## src/rtl/crtc_regs_pkg.sv

```systemverilog
package crtc_regs_pkg;

    localparam int DW      = 8;
    localparam int RD_LO   = 12;
    localparam int LP_HI   = 16;
    localparam int LP_LO   = 17;
    localparam int STAT_LP = 6;
    localparam int STAT_VS = 5;

    typedef enum logic [1:0] {
        ILACE_OFF   = 2'd0,
        ILACE_SYNC  = 2'd1,
        ILACE_VIDEO = 2'd2
    } ilace_e;

    typedef struct packed {
        logic [7:0] h_total;
        logic [7:0] h_disp;
        logic [7:0] h_sync_pos;
        logic [3:0] hs_width;
        logic [3:0] vs_length;
        logic [6:0] v_total;
        logic [4:0] v_adjust;
        logic [6:0] v_disp;
        logic [6:0] v_sync_pos;
        ilace_e     ilace;
        logic [4:0] max_scan;
        logic [4:0] cur_first;
        logic [1:0] cur_blink;
        logic [4:0] cur_last;
    } timing_t;

    // Bits each writable register keeps; aw is the refresh address width.
    function automatic logic [DW-1:0] wr_mask(input int idx, input int aw);
        logic [DW-1:0] hi;
        hi = DW'((1 << (aw - DW)) - 1);
        case (idx)
            0, 1, 2, 3: return 8'hFF;
            4, 6, 7:    return 8'h7F;
            5, 9, 11:   return 8'h1F;
            8:          return 8'h03;
            10:         return 8'h7F;
            12, 14:     return hi;
            default:    return 8'hFF;
        endcase
    endfunction

    function automatic ilace_e ilace_decode(input logic [1:0] b);
        case (b)
            2'b01:   return ILACE_SYNC;
            2'b11:   return ILACE_VIDEO;
            default: return ILACE_OFF;
        endcase
    endfunction

endpackage

```

## src/rtl/crtc_reg_store.sv

```systemverilog
module crtc_reg_store
    import crtc_regs_pkg::*;
#(
    parameter int IDX_W  = 5,
    parameter int NUM_WR = 16,
    parameter int ADDR_W = 14
) (
    input  logic                        clk,
    input  logic                        rst,
    input  logic                        sel_we,
    input  logic [IDX_W-1:0]            sel_idx,
    input  logic                        wr_en,
    input  logic [DW-1:0]               wr_data,
    output logic [IDX_W-1:0]            sel_q,
    output logic [NUM_WR-1:0][DW-1:0]   regs
);

    always_ff @(posedge clk) begin
        if (rst)         sel_q <= '0;
        else if (sel_we) sel_q <= sel_idx;
    end

    AST_SEL_LATCH: assert property (@(posedge clk) disable iff (rst)
        sel_we |=> sel_q == $past(sel_idx));

    genvar g;
    generate
        for (g = 0; g < NUM_WR; g++) begin : g_reg
            localparam logic [DW-1:0] MASK = wr_mask(g, ADDR_W);
            logic [DW-1:0] q;
            always_ff @(posedge clk) begin
                if (rst)                                  q <= '0;
                else if (wr_en && sel_q == IDX_W'(g))     q <= wr_data & MASK;
            end
            assign regs[g] = q;

            AST_WR_MASKED: assert property (@(posedge clk) disable iff (rst)
                (wr_en && sel_q == IDX_W'(g)) |=> regs[g] == ($past(wr_data) & MASK));
        end
    endgenerate

    AST_HIGH_WR_IGNORED: assert property (@(posedge clk) disable iff (rst)
        (wr_en && sel_q >= IDX_W'(NUM_WR)) |=> $stable(regs));

endmodule

```

## src/rtl/crtc_lpen.sv

```systemverilog
module crtc_lpen #(
    parameter int ADDR_W = 14
) (
    input  logic              clk,
    input  logic              rst,
    input  logic              strobe,
    input  logic [ADDR_W-1:0] ref_addr,
    input  logic              clr_req,
    output logic [ADDR_W-1:0] lp_addr,
    output logic              lp_flag
);

    always_ff @(posedge clk) begin
        if (rst) begin
            lp_addr <= '0;
            lp_flag <= 1'b0;
        end else begin
            if (strobe) lp_addr <= ref_addr;
            // A capture in the same cycle as a clearing read wins.
            if (strobe)       lp_flag <= 1'b1;
            else if (clr_req) lp_flag <= 1'b0;
        end
    end

    AST_LP_FLAG_SET: assert property (@(posedge clk) disable iff (rst)
        strobe |=> lp_flag);

    AST_LP_FLAG_CLR: assert property (@(posedge clk) disable iff (rst)
        (clr_req && !strobe) |=> !lp_flag);

    AST_LP_ADDR_HOLD: assert property (@(posedge clk) disable iff (rst)
        !strobe |=> $stable(lp_addr));

endmodule

```

## src/rtl/crtc_field_decode.sv

```systemverilog
module crtc_field_decode
    import crtc_regs_pkg::*;
#(
    parameter int NUM_WR = 16,
    parameter int ADDR_W = 14
) (
    input  logic [NUM_WR-1:0][DW-1:0] regs,
    output timing_t                   tm,
    output logic [ADDR_W-1:0]         start_addr,
    output logic [ADDR_W-1:0]         cursor_addr
);
    localparam int HI_W = ADDR_W - DW;

    always_comb begin
        tm.h_total    = regs[0];
        tm.h_disp     = regs[1];
        tm.h_sync_pos = regs[2];
        tm.hs_width   = regs[3][3:0];
        tm.vs_length  = regs[3][7:4];
        tm.v_total    = regs[4][6:0];
        tm.v_adjust   = regs[5][4:0];
        tm.v_disp     = regs[6][6:0];
        tm.v_sync_pos = regs[7][6:0];
        tm.ilace      = ilace_decode(regs[8][1:0]);
        tm.max_scan   = regs[9][4:0];
        tm.cur_first  = regs[10][4:0];
        tm.cur_blink  = regs[10][6:5];
        tm.cur_last   = regs[11][4:0];
    end

    assign start_addr  = {regs[12][HI_W-1:0], regs[13]};
    assign cursor_addr = {regs[14][HI_W-1:0], regs[15]};

endmodule

```

## src/rtl/crtc_regfile.sv

```systemverilog
module crtc_regfile
    import crtc_regs_pkg::*;
#(
    parameter int IDX_W  = 5,
    parameter int NUM_WR = 16,
    parameter int ADDR_W = 14
) (
    input  logic              clk,
    input  logic              rst,
    input  logic              sel_we,
    input  logic [IDX_W-1:0]  sel_idx,
    input  logic              wr_en,
    input  logic [7:0]        wr_data,
    input  logic              rd_en,
    output logic [7:0]        rd_data,
    output logic [7:0]        status,
    input  logic              vsync_in,
    input  logic              lpen_strobe,
    input  logic [ADDR_W-1:0] refresh_addr,
    output logic [7:0]        h_total,
    output logic [7:0]        h_disp,
    output logic [7:0]        h_sync_pos,
    output logic [3:0]        hs_width,
    output logic [3:0]        vs_length,
    output logic [6:0]        v_total,
    output logic [4:0]        v_adjust,
    output logic [6:0]        v_disp,
    output logic [6:0]        v_sync_pos,
    output logic [1:0]        ilace_mode,
    output logic [4:0]        max_scan,
    output logic [4:0]        cur_first,
    output logic [4:0]        cur_last,
    output logic [1:0]        cur_blink,
    output logic [ADDR_W-1:0] start_addr,
    output logic [ADDR_W-1:0] cursor_addr
);
    localparam int REG_AW = $clog2(NUM_WR);
    localparam int PAD_W  = 2 * DW - ADDR_W;

    logic [IDX_W-1:0]          sel_q;
    logic [NUM_WR-1:0][DW-1:0] regs;
    logic [ADDR_W-1:0]         lp_addr;
    logic                      lp_flag;
    logic                      lp_sel;
    timing_t                   tm;

    crtc_reg_store #(.IDX_W(IDX_W), .NUM_WR(NUM_WR), .ADDR_W(ADDR_W)) u_store (
        .clk(clk), .rst(rst), .sel_we(sel_we), .sel_idx(sel_idx),
        .wr_en(wr_en), .wr_data(wr_data), .sel_q(sel_q), .regs(regs)
    );

    assign lp_sel = (sel_q == IDX_W'(LP_HI)) || (sel_q == IDX_W'(LP_LO));

    crtc_lpen #(.ADDR_W(ADDR_W)) u_lpen (
        .clk(clk), .rst(rst), .strobe(lpen_strobe), .ref_addr(refresh_addr),
        .clr_req(rd_en && lp_sel), .lp_addr(lp_addr), .lp_flag(lp_flag)
    );

    crtc_field_decode #(.NUM_WR(NUM_WR), .ADDR_W(ADDR_W)) u_dec (
        .regs(regs), .tm(tm), .start_addr(start_addr), .cursor_addr(cursor_addr)
    );

    always_comb begin
        rd_data = '0;
        if (sel_q >= IDX_W'(RD_LO) && sel_q < IDX_W'(NUM_WR))
            rd_data = regs[sel_q[REG_AW-1:0]];
        else if (sel_q == IDX_W'(LP_HI))
            rd_data = {{PAD_W{1'b0}}, lp_addr[ADDR_W-1:DW]};
        else if (sel_q == IDX_W'(LP_LO))
            rd_data = lp_addr[DW-1:0];
    end

    always_comb begin
        status          = '0;
        status[STAT_LP] = lp_flag;
        status[STAT_VS] = vsync_in;
    end

    assign h_total    = tm.h_total;
    assign h_disp     = tm.h_disp;
    assign h_sync_pos = tm.h_sync_pos;
    assign hs_width   = tm.hs_width;
    assign vs_length  = tm.vs_length;
    assign v_total    = tm.v_total;
    assign v_adjust   = tm.v_adjust;
    assign v_disp     = tm.v_disp;
    assign v_sync_pos = tm.v_sync_pos;
    assign ilace_mode = tm.ilace;
    assign max_scan   = tm.max_scan;
    assign cur_first  = tm.cur_first;
    assign cur_last   = tm.cur_last;
    assign cur_blink  = tm.cur_blink;

endmodule

```

## config.mk

```make
export PLATFORM = sky130hd
export DESIGN_NAME = crtc_regfile
export DESIGN_NICKNAME = d
export VERILOG_FILES = /design/src/rtl/crtc_regs_pkg.sv /design/src/rtl/crtc_reg_store.sv /design/src/rtl/crtc_lpen.sv /design/src/rtl/crtc_field_decode.sv /design/src/rtl/crtc_regfile.sv
export SDC_FILE = /design/constraint.sdc
export NUM_CORES = 1
export LEC_CHECK = 0
export ABC_AREA = 1
export BUFFER_PORTS_ARGS = -buffer_cell sky130_fd_sc_hd__buf_2
export CAP_MARGIN = 20
export CORE_MARGIN = 4
export CORE_UTILIZATION = 50
export DETAILED_ROUTE_END_ITERATION = 10
export GPL_ROUTABILITY_DRIVEN = 0
export HOLD_SLACK_MARGIN = 0.05
export PLACE_DENSITY = 0.89
export SLEW_MARGIN = 20
export SYNTH_ARGS = -nofsm -noshare
export SYNTH_HDL_FRONTEND = slang
export SYNTH_HIERARCHICAL = 1
export SYNTH_SLANG_ARGS = --single-unit
```

## constraint.sdc

```tcl
create_clock -name clk -period 1.4 [get_ports clk]
set_input_delay 0.07 -clock clk [delete_from_list [all_inputs] [get_ports clk]]
set_output_delay 0.07 -clock clk [all_outputs]
set_load 0.05 [all_outputs]
```

# Word-level counts from Yosys, hierarchy flattened
# Index checks and enable logic that the tools add are counted.
# Widths: inputs -> output; s select.
# classes
mux	8
magnitude_cmp	3
bitwise_logic	0
addsub	0
shift	0
div_mod_pow	0
n_eq_ne	19
reduce_logical	21
n_mul	0
# ops
operator	count
$eq 5x4->1 const B	8
$bmux 8 s4	1
$mux 8	4
$eq 5x3->1 const B	4
$logic_and 1x1->1	18
$eq 5x2->1 const B	2
$eq 5x5->1 const B	2
$eq 5x1->1 const B	1
$ge 5x4->1 const B	1
$logic_not 5->1	1
$lt 4x5->1 const B	1
$lt 5x5->1 const B	1
$pmux 2 s2	1
$eq 2x1->1 const B	1
$eq 2x2->1 const B	1
$mux 1	2
$reduce_bool 2->1	1
$logic_or 1x1->1	1
# totals
latch_bits	0
ff_bits	125
mem_bits_ro	0
wordCells	70
inputBits	34
output_inout_bits	121
memories	0
mem_bits_rw	0

# Longest topological paths before layout
# logic_depth
depth_word	5
mapped_depth	9
mapped_depth_nobuf	7

# By module
# The synthesis kept the hierarchy.
# by_module_without_submodules
mod	cells_per_inst	instances	seq_area_each_um2	area_per_inst_um2
crtc_reg_store	811	1	2202.1	5151.2
crtc_field_decode	107	1	0.0	790.8
crtc_regfile	127	1	0.0	609.3
crtc_lpen	65	1	300.3	523.0

# Least setup slack after synthesis
# No wires, ideal clock.
# synth_timing
path_kind	register -> output
startpoint	register u_store.sel_q[3]
endpoint	output port rd_data[6]
arrival_ns	1.573
n_path_buf	1
required_time_ns	1.330
path_slack_ns	-0.243
stages_incl_launch_ff	5
path_cell_list	dfxtp_1 nor2_2 buf_2 nand3_1 o21ai_1
# synth_between
elab_chain_cells	4
word_cells_on_any_way	10
cone_classes	order compare: 2; eq/ne: 2; mux: 5; reduce/logical: 1
# synth_rtl
item	line	source
start, declared	crtc_reg_store.sv:14	output logic [IDX_W-1:0] sel_q,
start signal, assigned	crtc_reg_store.sv:20	else if (sel_we) sel_q <= sel_idx;
branches (longest 3 deep; another with $bmux 8 s4)	n/a	
$mux 8 *	crtc_regfile.sv:65	if (sel_q >= IDX_W'(RD_LO) && sel_q < IDX_W'(NUM_WR))
end, declared	crtc_regfile.sv:15	output logic [7:0] rd_data,
# Mark *: on every way between the ends. The select of a mux whose other input is x is not followed.

# Worst setup path after layout
# layout_timing
startpoint	register u_store.sel_q[3]
endpoint	output port rd_data[1]
# The elaborated chain is that of the path after synthesis.

==> impl_metrics.csv <==
group,metric,value,unit
sta,finalSetupViolations,8,
placed_design,post-place-ws,-0.117,ns
synthesis,synth_cells,1091,
pwr,leakagePower,4.40,nW
critical_path,timing.rr.start,"u_store/sel_q[0]",
placed_design,dp_hpwl,12700,um
sta,drv_slew,0,
critical_path,crit_path_end_kind,"output port",
floorplanning,die-area,15800,um^2
clocking,clkLatencyLatePin,0.42,ns
detailed_routing,vias_per_cell,4.99,
placed_design,numPortBuffers,146,
hold_path,worstHoldPathType,"input pin to flip-flop",
final_layout,syn_to_final_growth,21.5,%
pwr,vdd_ir_drop_max,1070,uV
hold_path,hold_end,"u_lpen/lp_flag",
global_routing,grt_first_pass_wirelength,31100,um
synthesis,syn_avg_cell_area,6.35,um^2
final_layout,antennaDiodeCount,0,
critical_path,crit_path_max_fanout,7,
critical_path,reg2reg_depth,7,
final_layout,final_nets,1217,
global_routing,grt_pass1_vias,6242,
detailed_routing,vias,6840,
clocking,clock-root-buffer,"clkbuf_16",
final_layout,fillCellCount,1106,
clocking,clkTransAtPathRegs,0.05,ns
clocking,h-tree-depth,4,
global_routing,grt_use_total,24.2,%
hold_path,worstHoldStart,"rd_en",
status,status,"finished, violations left",
status,failed_checks,"setup timing",
sta,fmax,528,MHz
floorplanning,die_h,126,um
pwr,power,9.31,mW
pwr,power.density,1110,nW/um^2
detailed_routing,drc_errors,0,
clocking,cts_buffers,17,
sta,skew,0.0101,ns
synthesis,yosys_warnings,6,
global_routing,grt_max_degree,39,
global_routing,grt.overflow.total,0,
critical_path,reg2reg_to,"u_store/g_reg[7].q[0]",
floorplanning,start_util,51.7,%
final_layout,regArea,2510,um^2
detailed_routing,first_iter_violations,707,
critical_path,r2r_slack,0.02,ns
sta,period_minus_slack,1.90,ns
clocking,cts_tree,"done",
sta,grt_setup_unrepaired,"yes",
global_routing,antenna_found_initial,0,
critical_path,critPathKind,"flip-flop to output port",
synthesis,syn_area,6930,um^2
critical_path,crit_required,1.33,ns
detailed_routing,wl_per_cell,15.0,um
floorplanning,pin_count,155,
floorplanning,dieWidth,126,um
clocking,cts_buffer_depth,2,
critical_path,cp-start-kind,"flip-flop",
detailed_routing,postRouteAntennaNets,0,
sta,setup_ws,-0.495,ns
final_layout,layout-drive-gt1-share,23.4,%
sta,finalHoldViolations,0,
floorplanning,core,13400,um^2
final_layout,multi_input_area,2760,um^2
hold_path,holdPathStages,6,
floorplanning,num_rows,42,
clocking,clkSinkCount,125,
detailed_routing,dr.pass1.iters,6,
critical_path,arrival,1.83,ns
detailed_routing,wirelength,20500,um
flow_run,cap_violations,0,
sta,post-route-period-util,135,%
state kept, by name, indices dropped and copies added, names as in the netlist:
name / flops
u_store/sel_q: 5
u_lpen/lp_flag: 1
u_store/g.q: 105
u_lpen/lp_addr: 14
power by group:
group          leakage, nW  switching, mW  internal, mW
Combinational         3.11           1.02         0.499
Clock                0.270           1.54          2.51
Sequential            1.02         0.0760          3.67
stage by stage:
step | area [um^2] | util, % | cells | TNS (ns) | hold slack [ns]
4_1_cts | 8200 | 61.2 | 1364 | -2.28 | 0.0543
6_report | 8420 | 62.8 | 1370 | -3.43 | 0.117
5_1_grt | 8420 | 62.8 | 1370 | -4.40 | 0.109
2_1_floorplan | 6960 | - | 1099 | -0.486 | 0.132
3_3_place_gp | 7240 | 54.1 | 1302 | -0.720 | 0.140
3_5_place_dp | 7240 | 54.1 | 1302 | -2.83 | 0.140
worst max path at each step:
stage / startpoint / endpoint / slack [ns] / depth (start not counted)
global route: u_store/sel_q[3] / rd_data[2] / -0.60 / 8
CTS: u_store/sel_q[3] / rd_data[4] / -0.30 / 8
finish: u_store/sel_q[3] / rd_data[1] / -0.50 / 8
global placement: u_store/sel_q[0] / rd_data[1] / -0.07 / 7
detailed placement: u_store/sel_q[0] / u_store/g_reg[4].q[5] / -0.12 / 6
floorplan: u_store/sel_q[3] / rd_data[6] / -0.24 / 4
critical path, stage by stage (launching register included):
cell	delay (ns)
dfxtp_2	0.35
buf_6	0.13
nor2_4	0.17
clkbuf_16	0.19
nand4_1	0.11
nand3_1	0.12
nand2_1	0.10
inv_1	0.08
buf_6	0.15
what timing repair did:
| action | 4_1_cts | 5_1_grt |
|---|---|---|
| endpoints found under the hold margin | 34 | 0 |
| pin swaps | 3 | 9 |
| setup buffers | 2 | 3 |
| hold buffers | 29 | 0 |
| gates resized for setup | 31 | 35 |
| endpoints found under the setup margin | 76 | 85 |
| cloned | 1 | 3 |
layout by cell type (no fill, tap or decap), types with 4 or more instances in the layout:
cell,count
buf_6,12
buf_4,32
conb_1,10
buf_2,139
clkbuf_8,6
o21ai_1,8
nand3_1,109
nor2_1,171
clkbuf_16,19
inv_1,183
nand4_1,12
a21oi_1,13
dfxtp_1,121
o21ai_0,17
dlygate4sd3_1,29
nand3_2,7
buf_12,9
nand2_1,238
nor2_2,7
nand2_2,4
clkinv_2,4
nor2_4,12
inv_2,10
layout make-up:
| cell class | instances | share of cell area [%] |
|---|---|---|
| clock inverter | 6 | 0.416 |
| clock buffer | 24 | 6.08 |
| multi-input combinational | 616 | 32.8 |
| tap | 176 | 2.62 |
| timing repair buffer | 226 | 19.4 |
| sequential | 125 | 29.9 |
| inverter | 197 | 8.81 |
metal layers:
metal	track usage (%)	wire, um	vias to the layer above	part of all wire (%)
li1	-	-	3301	-
met1	29.9	8070	3010	39
met2	38.1	9380	404	46
met3	6.44	1860	125	9.1
met4	14.3	1220	0	6.0
met5	0	0	-	0
Note: power is estimated with default switching activity, not from simulation.
